[src/rtl/xmem_pkg.sv]
package xmem_pkg;
  typedef enum logic [1:0] {
    PH_IDLE    = 2'd0,
    PH_SETUP   = 2'd1,
    PH_STROBE  = 2'd2,
    PH_RELEASE = 2'd3
  } phase_t;

  typedef enum logic [1:0] {
    K_FETCH = 2'd0,
    K_READ  = 2'd1,
    K_WRITE = 2'd2
  } kind_t;
endpackage

[src/rtl/xmem_route.sv]
module xmem_route
  import xmem_pkg::*;
#(
  parameter int AW        = 16,
  parameter int ROM_BYTES = 4096
) (
  input  logic          idle,
  input  logic          rom_less,
  input  logic          fetch_valid,
  input  logic [AW-1:0] fetch_addr,
  input  logic          data_valid,
  input  logic          data_we,
  output logic          fetch_ready,
  output logic          data_ready,
  output logic          start_ext,
  output kind_t         start_kind,
  output logic          local_take
);
  logic on_chip;
  logic take_data;
  logic take_fetch;

  generate
    if (ROM_BYTES > 0) begin : g_rom
      localparam logic [AW:0] ROM_LIMIT = (AW+1)'(ROM_BYTES);
      assign on_chip = !rom_less && ({1'b0, fetch_addr} < ROM_LIMIT);
    end else begin : g_norom
      assign on_chip = 1'b0;
    end
  endgenerate

  // data stream has priority; fetch is held off when both are pending
  assign data_ready  = idle;
  assign fetch_ready = idle && !data_valid;
  assign take_data   = data_valid && data_ready;
  assign take_fetch  = fetch_valid && fetch_ready;

  assign start_ext  = take_data || (take_fetch && !on_chip);
  assign local_take = take_fetch && on_chip;

  always_comb begin
    if (take_data) start_kind = data_we ? K_WRITE : K_READ;
    else           start_kind = K_FETCH;
  end
endmodule

[src/rtl/xmem_seq.sv]
module xmem_seq
  import xmem_pkg::*;
#(
  parameter int AW = 16,
  parameter int DW = 8
) (
  input  logic          clk,
  input  logic          rst_n,
  input  logic          start,
  input  kind_t         start_kind,
  input  logic [AW-1:0] start_addr,
  input  logic [DW-1:0] start_wdata,
  input  logic          local_take,
  input  logic [DW-1:0] bus_din,
  output logic          idle,
  output phase_t        phase,
  output kind_t         kind,
  output logic [AW-1:0] addr_q,
  output logic [DW-1:0] wdata_q,
  output logic [DW-1:0] rdata_q,
  output logic          local_pulse
);
  always_ff @(posedge clk or negedge rst_n) begin
    if (!rst_n) begin
      phase       <= PH_IDLE;
      kind        <= K_FETCH;
      addr_q      <= '0;
      wdata_q     <= '0;
      rdata_q     <= '0;
      local_pulse <= 1'b0;
    end else begin
      local_pulse <= local_take;
      unique case (phase)
        PH_IDLE: begin
          if (start) begin
            phase   <= PH_SETUP;
            kind    <= start_kind;
            addr_q  <= start_addr;
            wdata_q <= start_wdata;
          end
        end
        PH_SETUP:  phase <= PH_STROBE;
        PH_STROBE: begin
          phase <= PH_RELEASE;
          if (kind != K_WRITE) rdata_q <= bus_din;
        end
        PH_RELEASE: phase <= PH_IDLE;
        default:    phase <= PH_IDLE;
      endcase
    end
  end

  assign idle = (phase == PH_IDLE);
endmodule

[src/rtl/xmem_cs_dec.sv]
module xmem_cs_dec #(
  parameter int AW      = 16,
  parameter int CS_BITS = 4,
  localparam int NUM_CS = 1 << CS_BITS
) (
  input  logic              en,
  input  logic [AW-1:0]     addr,
  output logic [NUM_CS-1:0] cs_n
);
  logic [CS_BITS-1:0] region;
  assign region = addr[AW-1 -: CS_BITS];

  generate
    for (genvar i = 0; i < NUM_CS; i++) begin : g_sel
      assign cs_n[i] = !(en && (region == CS_BITS'(i)));
    end
  endgenerate
endmodule

[src/rtl/xmem_strobe_ctrl.sv]
module xmem_strobe_ctrl
  import xmem_pkg::*;
#(
  parameter int AW        = 16,
  parameter int DW        = 8,
  parameter int ROM_BYTES = 4096,
  parameter int CS_BITS   = 4,
  localparam int NUM_CS   = 1 << CS_BITS
) (
  input  logic              clk,
  input  logic              rst_n,
  input  logic              rom_less,
  input  logic              fetch_valid,
  output logic              fetch_ready,
  input  logic [AW-1:0]     fetch_addr,
  input  logic              data_valid,
  output logic              data_ready,
  input  logic              data_we,
  input  logic [AW-1:0]     data_addr,
  input  logic [DW-1:0]     data_wdata,
  output logic              psen_n,
  output logic              rd_n,
  output logic              wr_n,
  output logic [AW-1:0]     bus_addr,
  output logic [DW-1:0]     bus_dout,
  output logic              bus_oe,
  input  logic [DW-1:0]     bus_din,
  output logic [NUM_CS-1:0] cs_n,
  output logic              xfer_done,
  output logic              xfer_fetch,
  output logic [DW-1:0]     xfer_rdata,
  output logic              fetch_local
);
  logic          idle;
  logic          start_ext;
  logic          local_take;
  kind_t         start_kind;
  phase_t        phase;
  kind_t         kind;
  logic [AW-1:0] start_addr;
  logic [AW-1:0] addr_q;
  logic [DW-1:0] wdata_q;
  logic [DW-1:0] rdata_q;
  logic          data_busy;

  xmem_route #(.AW(AW), .ROM_BYTES(ROM_BYTES)) u_route (
    .idle        (idle),
    .rom_less    (rom_less),
    .fetch_valid (fetch_valid),
    .fetch_addr  (fetch_addr),
    .data_valid  (data_valid),
    .data_we     (data_we),
    .fetch_ready (fetch_ready),
    .data_ready  (data_ready),
    .start_ext   (start_ext),
    .start_kind  (start_kind),
    .local_take  (local_take)
  );

  assign start_addr = (start_kind == K_FETCH) ? fetch_addr : data_addr;

  xmem_seq #(.AW(AW), .DW(DW)) u_seq (
    .clk         (clk),
    .rst_n       (rst_n),
    .start       (start_ext),
    .start_kind  (start_kind),
    .start_addr  (start_addr),
    .start_wdata (data_wdata),
    .local_take  (local_take),
    .bus_din     (bus_din),
    .idle        (idle),
    .phase       (phase),
    .kind        (kind),
    .addr_q      (addr_q),
    .wdata_q     (wdata_q),
    .rdata_q     (rdata_q),
    .local_pulse (fetch_local)
  );

  assign data_busy = (phase != PH_IDLE) && (kind != K_FETCH);

  xmem_cs_dec #(.AW(AW), .CS_BITS(CS_BITS)) u_cs (
    .en   (data_busy),
    .addr (addr_q),
    .cs_n (cs_n)
  );

  assign psen_n     = !((phase == PH_STROBE) && (kind == K_FETCH));
  assign rd_n       = !((phase == PH_STROBE) && (kind == K_READ));
  assign wr_n       = !((phase == PH_STROBE) && (kind == K_WRITE));
  assign bus_addr   = addr_q;
  assign bus_dout   = wdata_q;
  assign bus_oe     = (phase != PH_IDLE) && (kind == K_WRITE);
  assign xfer_done  = (phase == PH_RELEASE);
  assign xfer_fetch = (kind == K_FETCH);
  assign xfer_rdata = rdata_q;
endmodule

[config.mk]
export PLATFORM = sky130hd
export DESIGN_NAME = xmem_strobe_ctrl
export DESIGN_NICKNAME = d
export VERILOG_FILES = /design/src/rtl/xmem_pkg.sv /design/src/rtl/xmem_route.sv /design/src/rtl/xmem_seq.sv /design/src/rtl/xmem_cs_dec.sv /design/src/rtl/xmem_strobe_ctrl.sv
export SDC_FILE = /design/constraint.sdc
export NUM_CORES = 1
export LEC_CHECK = 0
export BUFFER_PORTS_ARGS = -buffer_cell sky130_fd_sc_hd__buf_2
export CAP_MARGIN = 20
export CORE_MARGIN = 10
export CORE_UTILIZATION = 45
export CTS_CLUSTER_SIZE = 24
export DETAILED_ROUTE_END_ITERATION = 7
export PLACE_DENSITY = 0.93
export SKIP_LAST_GASP = 1
export SLEW_MARGIN = 30
export SYNTH_ARGS = -nofsm -noshare
export SYNTH_HDL_FRONTEND = slang
export SYNTH_SLANG_ARGS = --single-unit
[constraint.sdc]
create_clock -name clk -period 5.2 [get_ports clk]
set_input_delay 0.78 -clock clk [delete_from_list [all_inputs] [get_ports clk]]
set_output_delay 0.78 -clock clk [all_outputs]
set_load 0.01 [all_outputs]
**Word-level counts from Yosys, hierarchy flattened**

Cells that the tools add are included.

- Register bits: 37
- Latch bits: 0
- RAM bits: 0
- ROM bits: 0
- Word-level logic and storage cells: 92
- Memories: 0

- Add/subtract/negate cells: 0
- Multipliers: 0
- Div/mod/pow operators: 0
- Order comparisons: 1
- Eq/ne operators: 22
- Shifts and indexed selects: 0
- Mux-type cells: 5
- Bitwise gates (word level): 0
- Reductions and logical operators: 58

Operator list:

| kind | count |
|---|---|
| $eq A4 B4 Y1 const B | 8 |
| $logic_and A1 B1 Y1 | 27 |
| $logic_not A1 Y1 | 22 |
| $eq A4 B3 Y1 const B | 4 |
| $lt A16 B13 Y1 const B | 1 |
| $mux W16 | 1 |
| $eq A4 B2 Y1 const B | 2 |
| $pmux W2 S4 | 1 |
| $eq A2 B2 Y1 const B | 3 |
| $logic_not A2 Y1 | 3 |
| $mux W2 | 3 |
| $eq A2 B1 Y1 const B | 2 |
| $eq A4 B1 Y1 const B | 1 |
| $logic_not A4 Y1 | 1 |
| $ne A2 B2 Y1 const B | 2 |
| $reduce_and A2 Y1 | 2 |
| $reduce_bool A2 Y1 | 2 |
| $logic_or A1 B1 Y1 | 1 |

**Depth between registers and ports, before layout**

Gate-level depths: netlist of run 1.

- Word-level depth: 7
- Gate-level depth with buffers: 7

**By module**

From an unflattened synthesis of run 1, not the netlist that was laid out.

- Cells, all modules: 145
- Area total of the unflattened synthesis: 2030.7 sq um

By module, submodules not included:

| module | times used | cells each | area each (sq um) | sequential area each (sq um) |
|---|---|---|---|---|
| xmem_seq | 1 | 85 | 1534.0 | 925.9 |
| xmem_strobe_ctrl | 1 | 27 | 299.0 | 0.0 |
| xmem_cs_dec | 1 | 23 | 122.6 | 0.0 |
| xmem_route | 1 | 10 | 75.1 | 0.0 |

**Least setup slack after synthesis of run 1**

No wires, ideal clock.

- Kind: register to output
- Start point: register u_seq.phase[0]
- End point: output cs_n[13]
- Arrival: 1.536 ns
- Data required time: 4.420 ns
- Setup slack: 2.884 ns
- Cell stages (with the launch flop): 6
- Path through: dfrtp_1 -> inv_1 -> ha_1 -> buf_4 -> nor4b_1 -> nand3_1

- Word-level cells in the longest chain between the ends: 4

Ends and longest elaborated chain:

| what | line | source |
|---|---|---|
| start, declared | xmem_seq.sv:16 | `output phase_t phase,` |
| start signal, assigned | xmem_seq.sv:25 | `phase <= PH_IDLE;` |
| start signal, assigned | xmem_seq.sv:36 | `phase <= PH_SETUP;` |
| start signal, assigned | xmem_seq.sv:42 | `PH_SETUP: phase <= PH_STROBE;` |
| $reduce_bool A2 Y1 | xmem_strobe_ctrl.sv:80 | `assign data_busy = (phase != PH_IDLE) && (kind != K_FETCH);` |
| $logic_and A1 B1 Y1 | xmem_strobe_ctrl.sv:80 |  |
| $logic_and A1 B1 Y1 | xmem_cs_dec.sv:15 | `assign cs_n[i] = !(en && (region == CS_BITS'(i)));` |
| $logic_not A1 Y1 | xmem_cs_dec.sv:15 |  |
| end, declared | xmem_strobe_ctrl.sv:28 | `output logic [NUM_CS-1:0] cs_n,` |

Every way passes these cells.

**Final worst setup path of run 1**

Ends and elaborated chain as after synthesis.

==> flow_metrics.tcl, run 1 <==
set metrics [dict create \
    holdBufCountCts 0 \
    ant_nets 0 \
    final_cell_mix "buf_2 (110), mux2_2 (43), dfrtp_1 (37), nand2_1 (14), nand3_1 (8)" \
    finalClockSkew_ns 0.00881 \
    synth_compound_area_frac 0.0261 \
    finalWirelength_um 5150 \
    synth_top_family_by_area "multiplexers" \
    yosysUniqueCellTypes 29 \
    syn-cell-area_um2 1920 \
    initial_core_util 0.472 \
    synthAdderAreaFrac 0.0261 \
    antenna_found_initial 0 \
    n_antenna_cell 0 \
    ys_seq_area_frac 0.483 \
    cp_max_fo 10 \
    worst_pin_slew_ns 0.882 \
    finalSetupTns_ns 0 \
    final_area_um2 2600 \
    cp_num_buf_inv 2 \
    worstSetupPathType "flip-flop to output port" \
    fmax_mhz 348 \
    hold_viol_final 0 \
    numCtsBuffers 5 \
    slew_headroom 0.411 \
    post_cts_buffers 0 \
    p_per_area_nw_per_um2 586 \
    ir_drop_uv 273 \
    synthSimpleGateAreaFrac 0.130 \
    total_power_uw 1520 \
    clk_pin_slew_worst_paths_ns 0.08 \
    finalSetupViolations 0 \
    root_buffer "clkbuf_8" \
    synth_xor_area_frac 0 \
    min_period_over_period 0.553 \
    placed_area_um2 2480 \
    coreArea_um2 4060 \
    grt_overflow 0 \
    drtIter0Drc 42 \
    critPathTopFamily "simple AND/OR/NAND/NOR gates" \
    critical-path-slowest-cell "nor4b_1" \
    worstPathArrival_ns 2.09 \
    place_hpwl_um 4190 \
    rows 23 \
    grt_pass1_vias 1751 \
    die_y_um 85.2 \
    layout_commonest_cell "buf_2" \
    period_needed_ns 2.87 \
    port_buffers 110 \
    critPathMaxStageDelay_ns 0.67 \
    use_met3 0.0602 \
    ys_seq_elements 37 \
    synth_cells 151 \
    fillCellCount 334 \
    area.sequential_um2 926 \
    grt_use_met1 0.142 \
    layout-drive-gt1-share 0.644 \
    yosys-mux-area-fraction 0.302 \
    drc 0 \
    cts_tree "done" \
    gp_congestion 0.861 \
    busiest_layer "met2" \
    cts_buffer_depth 2 \
    grt_max_degree 38 \
    final_nets 321 \
    die_w_um 85.2 \
    grt_usage 0.136 \
    maxCapViolations 0 \
    yosys_warnings 0 \
    p_leak_uw 0.00124 \
    routed_via_density 5.02 \
    dieArea_um2 7270 \
    pin_count 111 \
    maxSlewViolCount 0 \
    fin_cells 314 \
    synth_nets 209 \
    worstSetupStartpointType "flip-flop" \
    status "finished, final reports clean" \
    rsz0062_at_grt "false" \
    cts_resized 0 \
    worstPathRequired_ns 4.42 \
    first_pass_iters 4 \
    cts_sinks 37 \
    min_path_type "flip-flop to flip-flop" \
    worstSkewPairLatency_ns 0.28 \
    grt_pass1_wl_um 8310 \
    syn_area_per_cell_um2 12.7 \
    multiInputGateArea_um2 928 \
    worstSetupEndpointType "output port" \
    vias 1575 \
    dp_cells 306 \
    cts_max_level 2 \
    synthToLayoutAreaGrowth_pct 35.9 \
    grt_use_met2 0.243 \
    avgRoutedWirePerCell_um 16.4 \
    crit_chain "inv_1, ha_1, nor4b_1, nand3_1, buf_2" \
]
-- routing by layer --
metal / wire length, um / share of wire / vias to the layer above
met5: 0 / 0 / -
met3: 437 / 0.085 / 2
met4: 12 / 0.0023 / 0
li1: - / - / 759
met2: 2710 / 0.53 / 61
met1: 1990 / 0.39 / 753
-- per-stage QoR --
stage / setup WS [ns] / utilization / hold WS [ns]
detailed placement: 2.65 / 0.612 / 0.490
finish: 2.33 / 0.641 / 0.503
global placement: 2.77 / 0.612 / 0.481
global route: 2.14 / 0.641 / 0.525
CTS: 2.33 / 0.641 / 0.509
floorplan: 2.88 / - / 0.484
-- area by class of cell --
cell class                      instances  share of cell area
Multi-Input combinational cell        105               0.357
Inverter                                4             0.00577
Timing Repair Buffer                  110               0.212
Sequential cell                        37               0.356
Clock inverter                          2              0.0144
Tap cell                               50              0.0240
Clock buffer                            6              0.0317
-- power breakdown --
part | total, uW | internal, uW | leakage [uW] | switching [uW]
sequential | 528 | 433 | 0.000439 | 94.7
clock | 254 | 156 | 0.0000574 | 98.1
combinational | 742 | 376 | 0.000746 | 367
total | 1520 | 964 | 0.00124 | 559
-- kinds of logic after synthesis --
| family | Yosys count |
|---|---|
| buf+inv | 9 |
| compound gates | 6 |
| fa+ha+maj | 4 |
| mux | 50 |
| simple gates | 45 |
| flops | 37 |
-- worst paths after layout --
kind / startpoint / to / slack [ns] / cells past startpoint
setup / recovery: u_seq.phase[0] / cs_n[13] / 2.33 / 5
hold / removal: u_seq.rdata_q[1] / u_seq.rdata_q[1] / 0.50 / 1
setup reg to reg: u_seq.phase[0] / u_seq.addr_q[7] / 2.85 / 5
hold reg to reg: u_seq.rdata_q[1] / u_seq.rdata_q[1] / 0.50 / 1
max in group asynchronous: rst_n / u_seq.addr_q[15] / 4.09 / 1
min in group asynchronous: rst_n / u_seq.local_pulse / 0.58 / 1
-- worst register-to-register path, delay by kind of cell (launching register included) --
family	cells	cell delay [ns]
AOI/OAI and AO/OA	2	0.87
adders and majority gates	1	0.39
buffers and inverters	1	0.13
DFF	1	0.41
muxes	1	0.43
-- state kept, by name (all words and copies together) (netlist names) --
name and count:
u_seq.addr_q 16, u_seq.kind 2, u_seq.local_pulse 1, u_seq.phase 2
u_seq.rdata_q 8, u_seq.wdata_q 8
-- Yosys cell counts (all sizes together) --
library cell	n	area, um2
and4	1	8.76
o311ai	2	17.5
inv	4	15.0
dfrtp	37	926
nor2	6	22.5
mux2	48	559
o22ai	1	6.26
nand3	8	40.0
and3	1	6.26
nor4	1	6.26
nand2	15	63.8
buf	5	46.3
nand2b	1	6.26
nand4	2	12.5
ha	4	50.1
or3	1	6.26
nor4b	2	17.5
nor2b	4	25.0
and4bb	1	12.5
mux2i	2	20.0
o21ai	2	10.0
nor3	2	21.3
a21oi	1	16.3
Note: power is estimated with default switching activity, not from simulation.
==> run 2: changes to the inputs <==
Settings changed: CORE_UTILIZATION 45 to 44, PLACE_DENSITY 0.93 to 0.91.
Clock period 5.2 ns to 2.9 ns, I/O delays scaled along.
==> run 2 against run 1 <==
Combinational power up 83%. Core utilization is 1.3 points lower. Highest routed layer unchanged. Clock skew down 0.0039 ns. Largest power group unchanged. Total power up 73%. Worst setup slack lost 2.0 ns. Die area is 1.7% higher. Global-route usage increased by 0.22 points. Largest cell class unchanged. Critical path type unchanged.
==> flow_metrics.tcl, run 2 (same netlist as run 1, synthesis figures left out) <==
set metrics [dict create \
    worstSetupPathType "flip-flop to output port" \
    dieArea_um2 7390 \
    maxCapViolations 0 \
    crit_chain "inv_1, ha_1, nor4b_1, nand3_1, buf_2" \
    pin_count 111 \
    drtIter0Drc 24 \
    critPathMaxStageDelay_ns 0.67 \
    top_register "u_seq.addr_q" \
    n_antenna_cell 0 \
    status "finished, final reports clean" \
    ir_drop_uv 531 \
    grt_max_degree 38 \
    synthToLayoutAreaGrowth_pct 34.9 \
    worstPathRequired_ns 2.47 \
    cp_max_fo 10 \
    gp_congestion 0.812 \
    slew_headroom 0.464 \
    die_w_um 86.0 \
    port_buffers 110 \
    final_nets 322 \
    rsz0062_at_grt "false" \
    worst_pin_slew_ns 0.804 \
    layout-drive-gt1-share 0.642 \
    place_hpwl_um 4390 \
    cts_buffer_depth 2 \
    path_depth 5 \
    first_pass_iters 4 \
    vias 1604 \
    hold_viol_final 0 \
    grt_pass1_vias 1727 \
    numCtsBuffers 5 \
    coreArea_um2 4120 \
    layout_commonest_cell "buf_2" \
    cts_sinks 37 \
    p_leak_uw 0.00124 \
    largest_reg_flops 16 \
    cts_resized 0 \
    fin_cells 315 \
    min_period_over_period 0.877 \
    ant_nets 0 \
    reg.largest.list "u_seq.addr_q x16, u_seq.rdata_q x8, u_seq.wdata_q x8" \
    p_int_uw 1630 \
    p_per_area_nw_per_um2 1020 \
    seq_power_share 0.359 \
    finalSetupViolations 0 \
    maxSlewViolCount 0 \
    worstSetupEndpointType "output port" \
    avgRoutedWirePerCell_um 16.9 \
    worstSetupStartpointType "flip-flop" \
    final_cell_mix "buf_2 (110), mux2_2 (43), dfrtp_1 (37), nand2_1 (14), nand3_1 (8)" \
    finalWirelength_um 5320 \
    grt_pass1_wl_um 8330 \
    fmax_mhz 393 \
    worstPathArrival_ns 2.11 \
    pwr-share-comb 0.513 \
    routed_via_density 5.09 \
    clk_pin_slew_worst_paths_ns 0.07 \
    grt_usage 0.139 \
    die_y_um 86.0 \
    total_power_uw 2640 \
    root_buffer "clkbuf_8" \
    finalClockSkew_ns 0.00493 \
    clockPowerShare 0.128 \
    rows 23 \
    power_switching_uw 1010 \
    period_needed_ns 2.54 \
    critPathTopFamily "simple AND/OR/NAND/NOR gates" \
    post_cts_buffers 0 \
    finalSetupTns_ns 0 \
    holdBufCountCts 0 \
    cts_max_level 2 \
    fillCellCount 346 \
    initial_core_util 0.465 \
    min_path_type "input pin to async pin" \
    dp_cells 307 \
    critical-path-slowest-cell "nor4b_1" \
    swShare 0.381 \
    cts_tree "done" \
    worstSkewPairLatency_ns 0.28 \
    reg2regPathDepth 6 \
    grt_overflow 0 \
    drc 0 \
    cp_num_buf_inv 2 \
    antenna_found_initial 0 \
]
-- run 2: cell count changes in the layout (fill, tap and decap cells not counted), sizes merged --
cell / delta
clkinv: +2
buf: +1
bufinv: -1
clkinvlp: -1
-- run 2: area by class of cell --
class | instances | area, um2 | share of cell area
clock buffer | 6 | 72.6 | 0.0281
timing repair buffer | 111 | 571 | 0.221
multi-input combinational | 105 | 928 | 0.359
clock inverter | 2 | 10.0 | 0.00387
tap | 50 | 62.6 | 0.0242
sequential | 37 | 926 | 0.358
inverter | 4 | 15.0 | 0.00581
-- run 2: power groups by stage --
stage,clock [uW],combinational [uW],sequential [uW]
6_report,338,1360,949
5_1_grt,378,1490,989
4_1_cts,351,1390,951
3_5_place_dp,0,1390,957
3_3_place_gp,0,1350,934
2_1_floorplan,0,774,1050
-- run 2: per-layer routing --
| metal | part of all wire | GRT usage | vias up |
|---|---|---|---|
| li1 | - | - | 768 |
| met1 | 0.37 | 0.137 | 766 |
| met2 | 0.53 | 0.256 | 66 |
| met3 | 0.092 | 0.0615 | 4 |
| met4 | 0.0060 | 0.0359 | 0 |
| met5 | 0 | 0 | - |
-- run 2: final timing paths --
path,slack [ns],end,start
setup reg to reg,0.70,u_seq.addr_q[6],u_seq.phase[0]
setup / recovery,0.36,cs_n[13],u_seq.phase[1]
min in group clk,0.36,u_seq.kind[0],data_we
hold reg to reg,0.50,u_seq.rdata_q[6],u_seq.rdata_q[6]
hold / removal,0.24,u_seq.local_pulse,rst_n
max in group asynchronous,2.15,u_seq.addr_q[6],rst_n
-- run 2: per-stage QoR --
stage,hold slack (ns),setup slack (ns),util,area (um2)
final,0.240,0.357,0.628,2580
after global routing,0.305,0.222,0.628,2580
after CTS,0.262,0.356,0.628,2580
after detailed placement,0.488,0.678,0.608,2500
after global placement,0.481,0.753,0.608,2500
after floorplan,0.139,0.929,-,1920
==> run 3: changes to the inputs <==
Settings changed: CORE_MARGIN 10 to not set.
==> run 3 against run 2 <==
Final cell count did not move. Worst hold slack worse by 0.014 ns. Combinational power down 4%. Critical endpoint is now cs_n[14].
==> flow_metrics.tcl, run 3 (same netlist as run 1, synthesis figures left out) <==
set metrics [dict create \
    root_buffer "clkbuf_8" \
    worstSetupEndpointType "output port" \
    cts_max_level 2 \
    rows 23 \
    synthToLayoutAreaGrowth_pct 34.3 \
    layout-drive-gt1-share 0.642 \
    gp_congestion 0.786 \
    min_period_over_period 0.879 \
    worstSetupPathType "flip-flop to output port" \
    p_per_area_nw_per_um2 1010 \
    grt_overflow 0 \
    ir_drop_uv 517 \
    r2r-end "u_seq.addr_q[6]" \
    grt_pass1_vias 1433 \
    clk_pin_slew_worst_paths_ns 0.07 \
    grt_max_degree 38 \
    dieArea_um2 4620 \
    cts_sinks 37 \
    hold_viol_final 0 \
    finalClockSkew_ns 0.00395 \
    finalSetupTns_ns 0 \
    antenna_found_initial 0 \
    drc 0 \
    r2r-start "u_seq.phase[0]" \
    fmax_mhz 392 \
    pin_count 111 \
    cts_resized 0 \
    die_y_um 68.0 \
    vias 1614 \
    ant_nets 0 \
    reg.largest.list "u_seq.addr_q x16, u_seq.rdata_q x8, u_seq.wdata_q x8" \
    cts_tree "done" \
    maxCapViolations 0 \
    layout_commonest_cell "buf_2" \
    die_w_um 68.0 \
    largest_reg_flops 16 \
    post_cts_buffers 0 \
    finalSetupViolations 0 \
    cp_max_fo 10 \
    final_cell_mix "buf_2 (110), mux2_2 (43), dfrtp_1 (37), nand2_1 (14), nand3_1 (8)" \
    reg2reg_setup_slack_ns 0.59 \
    first_pass_iters 3 \
    whs_ns 0.226 \
    worstPathArrival_ns 2.11 \
    port_buffers 110 \
    holdBufCountCts 0 \
    min_path_type "input pin to async pin" \
    place_hpwl_um 3310 \
    initial_core_util 0.469 \
    avgRoutedWirePerCell_um 13.5 \
    worst_pin_slew_ns 0.785 \
    drtIter0Drc 71 \
    reg2regPathDepth 6 \
    grt_pass1_wl_um 6330 \
    worstPathRequired_ns 2.47 \
    status "finished, final reports clean" \
    numCtsBuffers 5 \
    slew_headroom 0.477 \
    rsz0062_at_grt "false" \
    grt_usage 0.185 \
    final_nets 322 \
    maxSlewViolCount 0 \
    period_needed_ns 2.55 \
    worstSkewPairLatency_ns 0.28 \
    n_antenna_cell 0 \
    coreArea_um2 4090 \
    worstSetupStartpointType "flip-flop" \
    p_leak_uw 0.00124 \
    finalWirelength_um 4240 \
    top_register "u_seq.addr_q" \
    cts_buffer_depth 2 \
    routed_via_density 5.12 \
]
==> run 3: cell counts in the layout (fill, tap and decap cells not counted) <==
No cell type changed its count.
==> run 3: where the power goes <==
group | total (uW) | switching (uW) | internal [uW]
Combinational | 1310 | 633 | 677
Sequential | 956 | 178 | 777
Clock | 337 | 171 | 166
Total | 2600 | 983 | 1620
==> run 3: per-layer routing <==
metal | GRT usage | share of wire | vias to the layer above
met5 | 0 | 0 | -
met4 | 0.0677 | 0.0073 | 0
met3 | 0.0433 | 0.057 | 4
met2 | 0.327 | 0.54 | 55
met1 | 0.216 | 0.39 | 790
li1 | - | - | 765
==> run 3: final cells by class <==
cell class / count / area (um2)
Clock buffer: 6 / 72.6
Multi-Input combinational cell: 105 / 928
Tap cell: 50 / 62.6
Clock inverter: 2 / 10.0
Timing Repair Buffer: 111 / 558
Inverter: 4 / 15.0
Fill cell: 343 / 1510
Sequential cell: 37 / 926
==> run 3: metrics by stage <==
step / area (um2) / setup WS (ns) / utilization / power [uW] / instances
after global routing: 2570 / 0.212 / 0.630 / 2800 / 315
final: 2570 / 0.352 / 0.630 / 2600 / 315
after floorplan: 1920 / 0.929 / - / 1820 / 151
after global placement: 2490 / 0.690 / 0.609 / 2220 / 307
after CTS: 2570 / 0.355 / 0.630 / 2640 / 315
after detailed placement: 2490 / 0.583 / 0.609 / 2290 / 307
==> run 3: worst max-delay path: stages, from the launching register on <==
cell and delay [ns]:
dfrtp_1 0.42, inv_1 0.08, ha_1 0.32, nor4b_1 0.70
nand3_1 0.13, buf_2 0.17
==> run 3: how the worst max path moves through the flow <==
| stage | to | depth (start not counted) | slack (ns) | start |
|---|---|---|---|---|
| after floorplan | cs_n[13] | 5 | 0.93 | u_seq.phase[0] |
| after global placement | u_seq.addr_q[12] | 6 | 0.69 | u_seq.phase[0] |
| after detailed placement | u_seq.wdata_q[7] | 6 | 0.58 | u_seq.phase[0] |
| after CTS | cs_n[14] | 5 | 0.36 | u_seq.phase[1] |
| after global routing | cs_n[14] | 5 | 0.21 | u_seq.phase[1] |
| final | cs_n[14] | 5 | 0.35 | u_seq.phase[1] |
